<file path="config.mk">
export PLATFORM = sky130hd
export DESIGN_NAME = xmem_router
export DESIGN_NICKNAME = d
export VERILOG_FILES = /design/src/rtl/xmem_router_pkg.sv /design/src/rtl/xmem_router_ctrl.sv /design/src/rtl/xmem_router_dp.sv /design/src/rtl/xmem_router.sv
export SDC_FILE = /design/constraint.sdc
export NUM_CORES = 1
export LEC_CHECK = 0
export ABC_AREA = 1
export CORE_UTILIZATION = 30
export DETAILED_ROUTE_END_ITERATION = 7
export MAX_ROUTING_LAYER = met4
export PLACE_DENSITY = 0.76
export SETUP_SLACK_MARGIN = 0.4
export SLEW_MARGIN = 5
export SYNTH_ARGS = -nofsm -noshare
export SYNTH_HDL_FRONTEND = slang
export SYNTH_SLANG_ARGS = --single-unit
</file>
<file path="constraint.sdc">
create_clock -name clk -period 1.9 [get_ports clk]
set_clock_uncertainty 0.2 [all_clocks]
set_input_delay 0.285 -clock clk [delete_from_list [all_inputs] [get_ports clk]]
set_output_delay 0.285 -clock clk [all_outputs]
set_load 0.005 [all_outputs]
</file>
<file path="src/rtl/xmem_router_pkg.sv">
package xmem_router_pkg;

  typedef enum logic [2:0] {
    TGT_REJECT,
    TGT_ROM,
    TGT_RAM,
    TGT_BUS,
    TGT_SHADOW
  } target_e;

  // control -> datapath strobes
  typedef struct packed {
    logic load;      // capture request address/data
    logic selRom;    // ROM is the data source/target
    logic selRam;    // RAM is the data source/target
    logic selBus;    // external cycle in progress
    logic ramWrite;  // one RAM write pulse
    logic busWrite;  // drive external data
  } dpCtl_t;

endpackage

</file>
<file path="src/rtl/xmem_router_ctrl.sv">
module xmem_router_ctrl
  import xmem_router_pkg::*;
#(
  parameter int ROM_BYTES  = 2048,
  parameter int RAM_BASE   = 'h2000,
  parameter int RAM_BYTES  = 1024,
  parameter int BUS_CYCLES = 3
) (
  input  logic        clk,
  input  logic        rstN,
  input  logic        reqValid,
  input  logic        reqData,
  input  logic        reqWrite,
  input  logic [15:0] reqAddr,
  input  logic        forceExtCodeN,
  input  logic        cfgRamMapEn,
  input  logic        cfgShadowEn,
  output logic        reqAck,
  output logic        reqErr,
  output logic        psenN,
  output logic        rdN,
  output logic        wrN,
  output dpCtl_t      dpCtl
);

  localparam int CNT_W = (BUS_CYCLES > 2) ? $clog2(BUS_CYCLES) : 1;
  localparam logic [16:0] ROM_LIM = 17'(ROM_BYTES);
  localparam logic [16:0] WIN_LO  = 17'(RAM_BASE);
  localparam logic [16:0] WIN_HI  = 17'(RAM_BASE + RAM_BYTES);
  localparam logic [CNT_W-1:0] EXT_LAST = CNT_W'(BUS_CYCLES - 1);

  logic [16:0]      addrX;
  logic             inRom;
  logic             inWin;
  target_e          nextTgt;
  logic             accept;

  logic             active;
  logic [CNT_W-1:0] cnt;
  target_e          tgt;
  logic             isData;
  logic             isWrite;

  logic             last;
  logic             busCyc;

  assign addrX = {1'b0, reqAddr};
  assign inRom = addrX < ROM_LIM;
  assign inWin = (addrX >= WIN_LO) && (addrX < WIN_HI);

  // target decode for the incoming request
  always_comb begin
    if (!reqData) begin
      if (reqWrite)                    nextTgt = TGT_REJECT;
      else if (forceExtCodeN && inRom) nextTgt = TGT_ROM;
      else                             nextTgt = TGT_BUS;
    end else if (cfgRamMapEn && inWin) begin
      nextTgt = cfgShadowEn ? TGT_SHADOW : TGT_RAM;
    end else begin
      nextTgt = TGT_BUS;
    end
  end

  assign accept = reqValid && !active;

  always_ff @(posedge clk or negedge rstN) begin
    if (!rstN) begin
      active  <= 1'b0;
      cnt     <= '0;
      tgt     <= TGT_REJECT;
      isData  <= 1'b0;
      isWrite <= 1'b0;
    end else if (accept) begin
      active  <= 1'b1;
      tgt     <= nextTgt;
      isData  <= reqData;
      isWrite <= reqWrite;
      cnt     <= (nextTgt == TGT_BUS || nextTgt == TGT_SHADOW) ? EXT_LAST : '0;
    end else if (active) begin
      if (cnt == '0) active <= 1'b0;
      else           cnt    <= cnt - 1'b1;
    end
  end

  assign last   = active && (cnt == '0);
  assign busCyc = active && (tgt == TGT_BUS || tgt == TGT_SHADOW);

  assign psenN  = !(busCyc && !isData);
  assign rdN    = !(busCyc && isData && !isWrite);
  assign wrN    = !(busCyc && isData && isWrite);

  assign reqAck = last;
  assign reqErr = last && (tgt == TGT_REJECT);

  always_comb begin
    dpCtl          = '0;
    dpCtl.load     = accept;
    dpCtl.selRom   = active && (tgt == TGT_ROM);
    dpCtl.selRam   = active && (tgt == TGT_RAM || tgt == TGT_SHADOW);
    dpCtl.selBus   = busCyc;
    dpCtl.ramWrite = dpCtl.selRam && isWrite && last;
    dpCtl.busWrite = busCyc && isData && isWrite;
  end

endmodule

</file>
<file path="src/rtl/xmem_router_dp.sv">
module xmem_router_dp
  import xmem_router_pkg::*;
#(
  parameter int ROM_AW   = 11,
  parameter int RAM_AW   = 10,
  parameter int RAM_BASE = 'h2000
) (
  input  logic              clk,
  input  logic              rstN,
  input  dpCtl_t            dpCtl,
  input  logic [15:0]       reqAddr,
  input  logic [7:0]        reqWdata,
  output logic [7:0]        reqRdata,
  output logic [15:0]       busAddr,
  output logic [7:0]        busWdata,
  output logic              busDataOe,
  input  logic [7:0]        busRdata,
  output logic              romEn,
  output logic [ROM_AW-1:0] romAddr,
  input  logic [7:0]        romRdata,
  output logic              ramEn,
  output logic              ramWe,
  output logic [RAM_AW-1:0] ramAddr,
  output logic [7:0]        ramWdata,
  input  logic [7:0]        ramRdata
);

  localparam logic [15:0] WIN_BASE = 16'(RAM_BASE);

  logic [15:0] addrQ;
  logic [7:0]  wdataQ;
  logic [15:0] winOff;

  always_ff @(posedge clk or negedge rstN) begin
    if (!rstN) begin
      addrQ  <= '0;
      wdataQ <= '0;
    end else if (dpCtl.load) begin
      addrQ  <= reqAddr;
      wdataQ <= reqWdata;
    end
  end

  assign winOff    = addrQ - WIN_BASE;

  assign busAddr   = addrQ;
  assign busWdata  = wdataQ;
  assign busDataOe = dpCtl.busWrite;

  assign romEn     = dpCtl.selRom;
  assign romAddr   = addrQ[ROM_AW-1:0];

  assign ramEn     = dpCtl.selRam;
  assign ramWe     = dpCtl.ramWrite;
  assign ramAddr   = winOff[RAM_AW-1:0];
  assign ramWdata  = wdataQ;

  always_comb begin
    if (dpCtl.selRom)      reqRdata = romRdata;
    else if (dpCtl.selRam) reqRdata = ramRdata;
    else                   reqRdata = busRdata;
  end

endmodule

</file>
<file path="src/rtl/xmem_router.sv">
module xmem_router
  import xmem_router_pkg::*;
#(
  parameter int ROM_BYTES  = 2048,
  parameter int RAM_BASE   = 'h2000,
  parameter int RAM_BYTES  = 1024,
  parameter int BUS_CYCLES = 3,
  localparam int ROM_AW    = $clog2(ROM_BYTES),
  localparam int RAM_AW    = $clog2(RAM_BYTES)
) (
  input  logic              clk,
  input  logic              rstN,
  input  logic              reqValid,
  input  logic              reqData,
  input  logic              reqWrite,
  input  logic [15:0]       reqAddr,
  input  logic [7:0]        reqWdata,
  output logic              reqAck,
  output logic              reqErr,
  output logic [7:0]        reqRdata,
  input  logic              forceExtCodeN,
  input  logic              cfgRamMapEn,
  input  logic              cfgShadowEn,
  output logic              psenN,
  output logic              rdN,
  output logic              wrN,
  output logic [15:0]       busAddr,
  output logic [7:0]        busWdata,
  output logic              busDataOe,
  input  logic [7:0]        busRdata,
  output logic              romEn,
  output logic [ROM_AW-1:0] romAddr,
  input  logic [7:0]        romRdata,
  output logic              ramEn,
  output logic              ramWe,
  output logic [RAM_AW-1:0] ramAddr,
  output logic [7:0]        ramWdata,
  input  logic [7:0]        ramRdata
);

  dpCtl_t dpCtl;

  xmem_router_ctrl #(
    .ROM_BYTES (ROM_BYTES),
    .RAM_BASE  (RAM_BASE),
    .RAM_BYTES (RAM_BYTES),
    .BUS_CYCLES(BUS_CYCLES)
  ) u_ctrl (
    .clk          (clk),
    .rstN         (rstN),
    .reqValid     (reqValid),
    .reqData      (reqData),
    .reqWrite     (reqWrite),
    .reqAddr      (reqAddr),
    .forceExtCodeN(forceExtCodeN),
    .cfgRamMapEn  (cfgRamMapEn),
    .cfgShadowEn  (cfgShadowEn),
    .reqAck       (reqAck),
    .reqErr       (reqErr),
    .psenN        (psenN),
    .rdN          (rdN),
    .wrN          (wrN),
    .dpCtl        (dpCtl)
  );

  xmem_router_dp #(
    .ROM_AW  (ROM_AW),
    .RAM_AW  (RAM_AW),
    .RAM_BASE(RAM_BASE)
  ) u_dp (
    .clk      (clk),
    .rstN     (rstN),
    .dpCtl    (dpCtl),
    .reqAddr  (reqAddr),
    .reqWdata (reqWdata),
    .reqRdata (reqRdata),
    .busAddr  (busAddr),
    .busWdata (busWdata),
    .busDataOe(busDataOe),
    .busRdata (busRdata),
    .romEn    (romEn),
    .romAddr  (romAddr),
    .romRdata (romRdata),
    .ramEn    (ramEn),
    .ramWe    (ramWe),
    .ramAddr  (ramAddr),
    .ramWdata (ramWdata),
    .ramRdata (ramRdata)
  );

endmodule

</file>
==> results.sh <==
export IMPL_slew_viol_final=0
export IMPL_cts_root_buffer="clkbuf_8"
export IMPL_overflow=0
export IMPL_irDropWorstVdd_mv=0.700
export IMPL_cpMaxStageDelayCell="dfrtp_1"
export IMPL_switching_share=0.382
export IMPL_power_frac_seq=0.241
export IMPL_crit_required_ns=1.41
export IMPL_yosys_area_top_type="dfrtp_1"
export IMPL_crit_end="reqRdata[2]"
export IMPL_finalCritPeriodShare=1.13
export IMPL_multi_input_area_um2=815
export IMPL_leakagePower_nw=1.91
export IMPL_fillers=571
export IMPL_async_reset_ff_frac=1.00
export IMPL_ys_seq_area_frac=0.428
export IMPL_totalWireLength_um=5820
export IMPL_cts_buffers=5
export IMPL_diodes=0
export IMPL_r2r_start="u_ctrl.active"
export IMPL_p_comb_frac=0.657
export IMPL_rows=28
export IMPL_die_area_mm2=0.00656
export IMPL_grt_pass1_wl_um=8880
export IMPL_synth_area_mm2=0.00187
export IMPL_avgViaCountPerCell=4.31
export IMPL_drtIter0Drc=56
export IMPL_finalSetupViolations=15
export IMPL_pre_cts_ws_ns=-0.170
export IMPL_p_switching_w=0.00196
export IMPL_ant_nets=0
export IMPL_final_util=0.583
export IMPL_crit_type="flop to output port"
export IMPL_grt_max_degree=33
export IMPL_slew_limit_headroom=0.727
export IMPL_via_count=2082
export IMPL_synth_ff_type="dfrtp_1"
export IMPL_drc=0
export IMPL_ys_seq_elements=32
export IMPL_pwr_share_clk=0.102
export IMPL_powerDensity_mw_per_mm2=1480
export IMPL_wl_per_cell_um=12.0
export IMPL_crit_fanout=8
export IMPL_r2r_cells=9
export IMPL_cts_tree="built"
export IMPL_crit_path_start_kind="flop"
export IMPL_total_power_w=0.00514
export IMPL_max_slew_worst_pin_slew_ns=0.409
export IMPL_ys_types=20
export IMPL_dp_cells=439
export IMPL_io_buffer_count=125
export IMPL_clockBufferDepth=2
export IMPL_pin_count=126
export IMPL_rsz0062_at_grt="true"
export IMPL_dp_hpwl_um=4020
export IMPL_synthTopCellsByArea="dfrtp_1 (43%), nand2_1 (21%), buf_4 (12%)"
export IMPL_avgSynthCellArea_um2=7.35
export IMPL_cp_arrival_ns=1.67
export IMPL_seqCellArea_um2=801
export IMPL_synth_common_cells="nand2_1 (104), dfrtp_1 (32), inv_1 (30)"
export IMPL_fin_nets=464
export IMPL_crit_path_start="u_ctrl.tgt[0]"
export IMPL_crit_path_end_kind="output port"
export IMPL_min_period_ns=2.16
export IMPL_path_cells="inv_2 -> nand2_4 -> a21oi_4 -> nand2_4 -> clkinv_8 -> buf_6 -> nand2_4 -> nand3_2 -> nand2_1 -> buf_2"
export IMPL_core_mm2=0.00596
export IMPL_ctsHtreeMaxLevel=2
export IMPL_critPathMaxStageDelay_ns=0.42
export IMPL_yosysTopAreaCellShare=0.428
export IMPL_rrSetupSlack_ns=0.50
export IMPL_fmax_ghz=0.464
export IMPL_r2r_end="u_ctrl.cnt[1]"
export IMPL_syn_inst=255
export IMPL_initial_utilization=0.314
export IMPL_synth_fp_nets=312
export IMPL_clock_sinks=32
export IMPL_layout_drive_gt1_share=0.331
export IMPL_dr_pass1_iters=4
export IMPL_max_cap_violations=0
export IMPL_finalNonFillerCells=483
export IMPL_yosysMostFrequentCell="nand2_1"
export IMPL_clk_pin_slew_ns=0.06
export IMPL_synth_edf_count=0
export IMPL_clk_latency_ns=0.27
export IMPL_setup_ws_ns=-0.256
export IMPL_cpMostUsedCell="nand2_4"
export IMPL_die_y_um=81.0
export IMPL_die_w_um=81.0
export IMPL_gp_congestion=0.734
export IMPL_antenna_found_initial=0
export IMPL_finalSetupTns_ns=-2.56
export IMPL_hold_path_class="input port to asynchronous set/reset pin"
export IMPL_grt_pass1_vias=2034
export IMPL_area_growth_pct=85.4
export IMPL_violations="setup timing"
export IMPL_yosysWarnings=0
export IMPL_grt_use_total=0.182
export IMPL_p_int_w=0.00318
export IMPL_hold_viol=0
export IMPL_run_status="finished with violations"
==> sequential cells by signal (all words and copies together), names as in the netlist <==
name / flops
u_ctrl.active: 1
u_ctrl.cnt: 2
u_ctrl.tgt: 3
u_dp.busAddr: 16
u_ctrl.isWrite: 1
u_ctrl.isData: 1
u_dp.busWdata: 8
==> per-stage QoR <==
step | instance area (µm²) | hold slack, ns
floorplan | 1880 | -0.211
CTS | 3420 | 0.221
global placement | 3120 | 0.263
detailed placement | 3120 | 0.274
finish | 3470 | 0.208
global route | 3470 | 0.246
==> cells in the final DEF, fill, tap and decap left out <==
cell and n:
clkdlybuf4s50_1 55, o21a_1 1, o21ai_1 10, buf_2 19, ha_2 1, a21oi_4 1, nand3_2 5, nand2_1 99
a21oi_2 1, dfrtp_1 32, nand4_1 1, nand2_4 5, inv_4 2, clkinv_8 1, inv_1 26, nand2_2 11
nor3_1 1, o21ai_2 1, nor3_2 1, clkbuf_2 10, nand4_4 1, clkinv_2 2, buf_4 37, nand3b_1 1
dlygate4sd2_1 37, nor2_4 2, clkbuf_8 6, inv_2 6, buf_6 19, clkdlybuf4s15_2 1, nand3_4 1, nor2_1 1
nor2_2 1, nand3_1 9, o21ai_4 1
==> power groups by stage <==
stage                     Combinational, W  Clock, W  Sequential (W)
after global placement             0.00288         0         0.00128
final                              0.00338  0.000524         0.00124
after detailed placement           0.00294         0         0.00129
after floorplan                    0.00139         0         0.00128
after CTS                          0.00324  0.000545         0.00124
after global routing               0.00371  0.000576         0.00129
==> critical path, delay by kind of cell, from the launching register on <==
kind,cells,cell delay (ns)
DFF,1,0.42
and+or+nand+nor,5,0.33
AOI/OAI and AO/OA,1,0.22
buffers and inverters,4,0.42
==> final cells by class <==
class,instances,area share
Clock buffer,6,0.0238
Clock inverter,2,0.00288
Inverter,35,0.0429
Multi-Input combinational cell,155,0.235
Sequential cell,32,0.231
Tap cell,75,0.0270
Timing Repair Buffer,178,0.438
==> repair_timing <==
action	4_1_cts	5_1_grt
pin swaps	14	4
gates resized for setup	175	25
hold buffers	0	0
cloned	1	0
setup buffers	28	7
setup endpoints to repair	72	28
==> per-layer routing <==
metal | wire length [µm] | GRT usage | up-vias
li1 | - | - | 1045
met1 | 2190 | 0.180 | 944
met2 | 3070 | 0.344 | 87
met3 | 475 | 0.0528 | 6
met4 | 75 | 0.0536 | 0
met5 | 0 | - | -
==> cell families after synthesis <==
family,count (synthesis),synth area share
AOI/OAI and AO/OA,15,0.0474
buffers and inverters,69,0.206
and+or+nand+nor,138,0.312
adders and majority gates,1,0.00668
DFF,32,0.428
==> worst min-delay path by stage <==
stage                           from                to  slack, ns  depth (start not counted)
floorplan                       rstN     u_ctrl.active      -0.21                          0
global route                    rstN   u_dp.busAddr[2]       0.25                          2
detailed placement  u_dp.busAddr[13]  u_dp.busAddr[13]       0.27                          2
finish                          rstN   u_dp.busAddr[3]       0.21                          2
global placement    u_dp.busAddr[13]  u_dp.busAddr[13]       0.26                          2
CTS                             rstN   u_dp.busAddr[4]       0.22                          2
(Power assumes the default switching activity.)
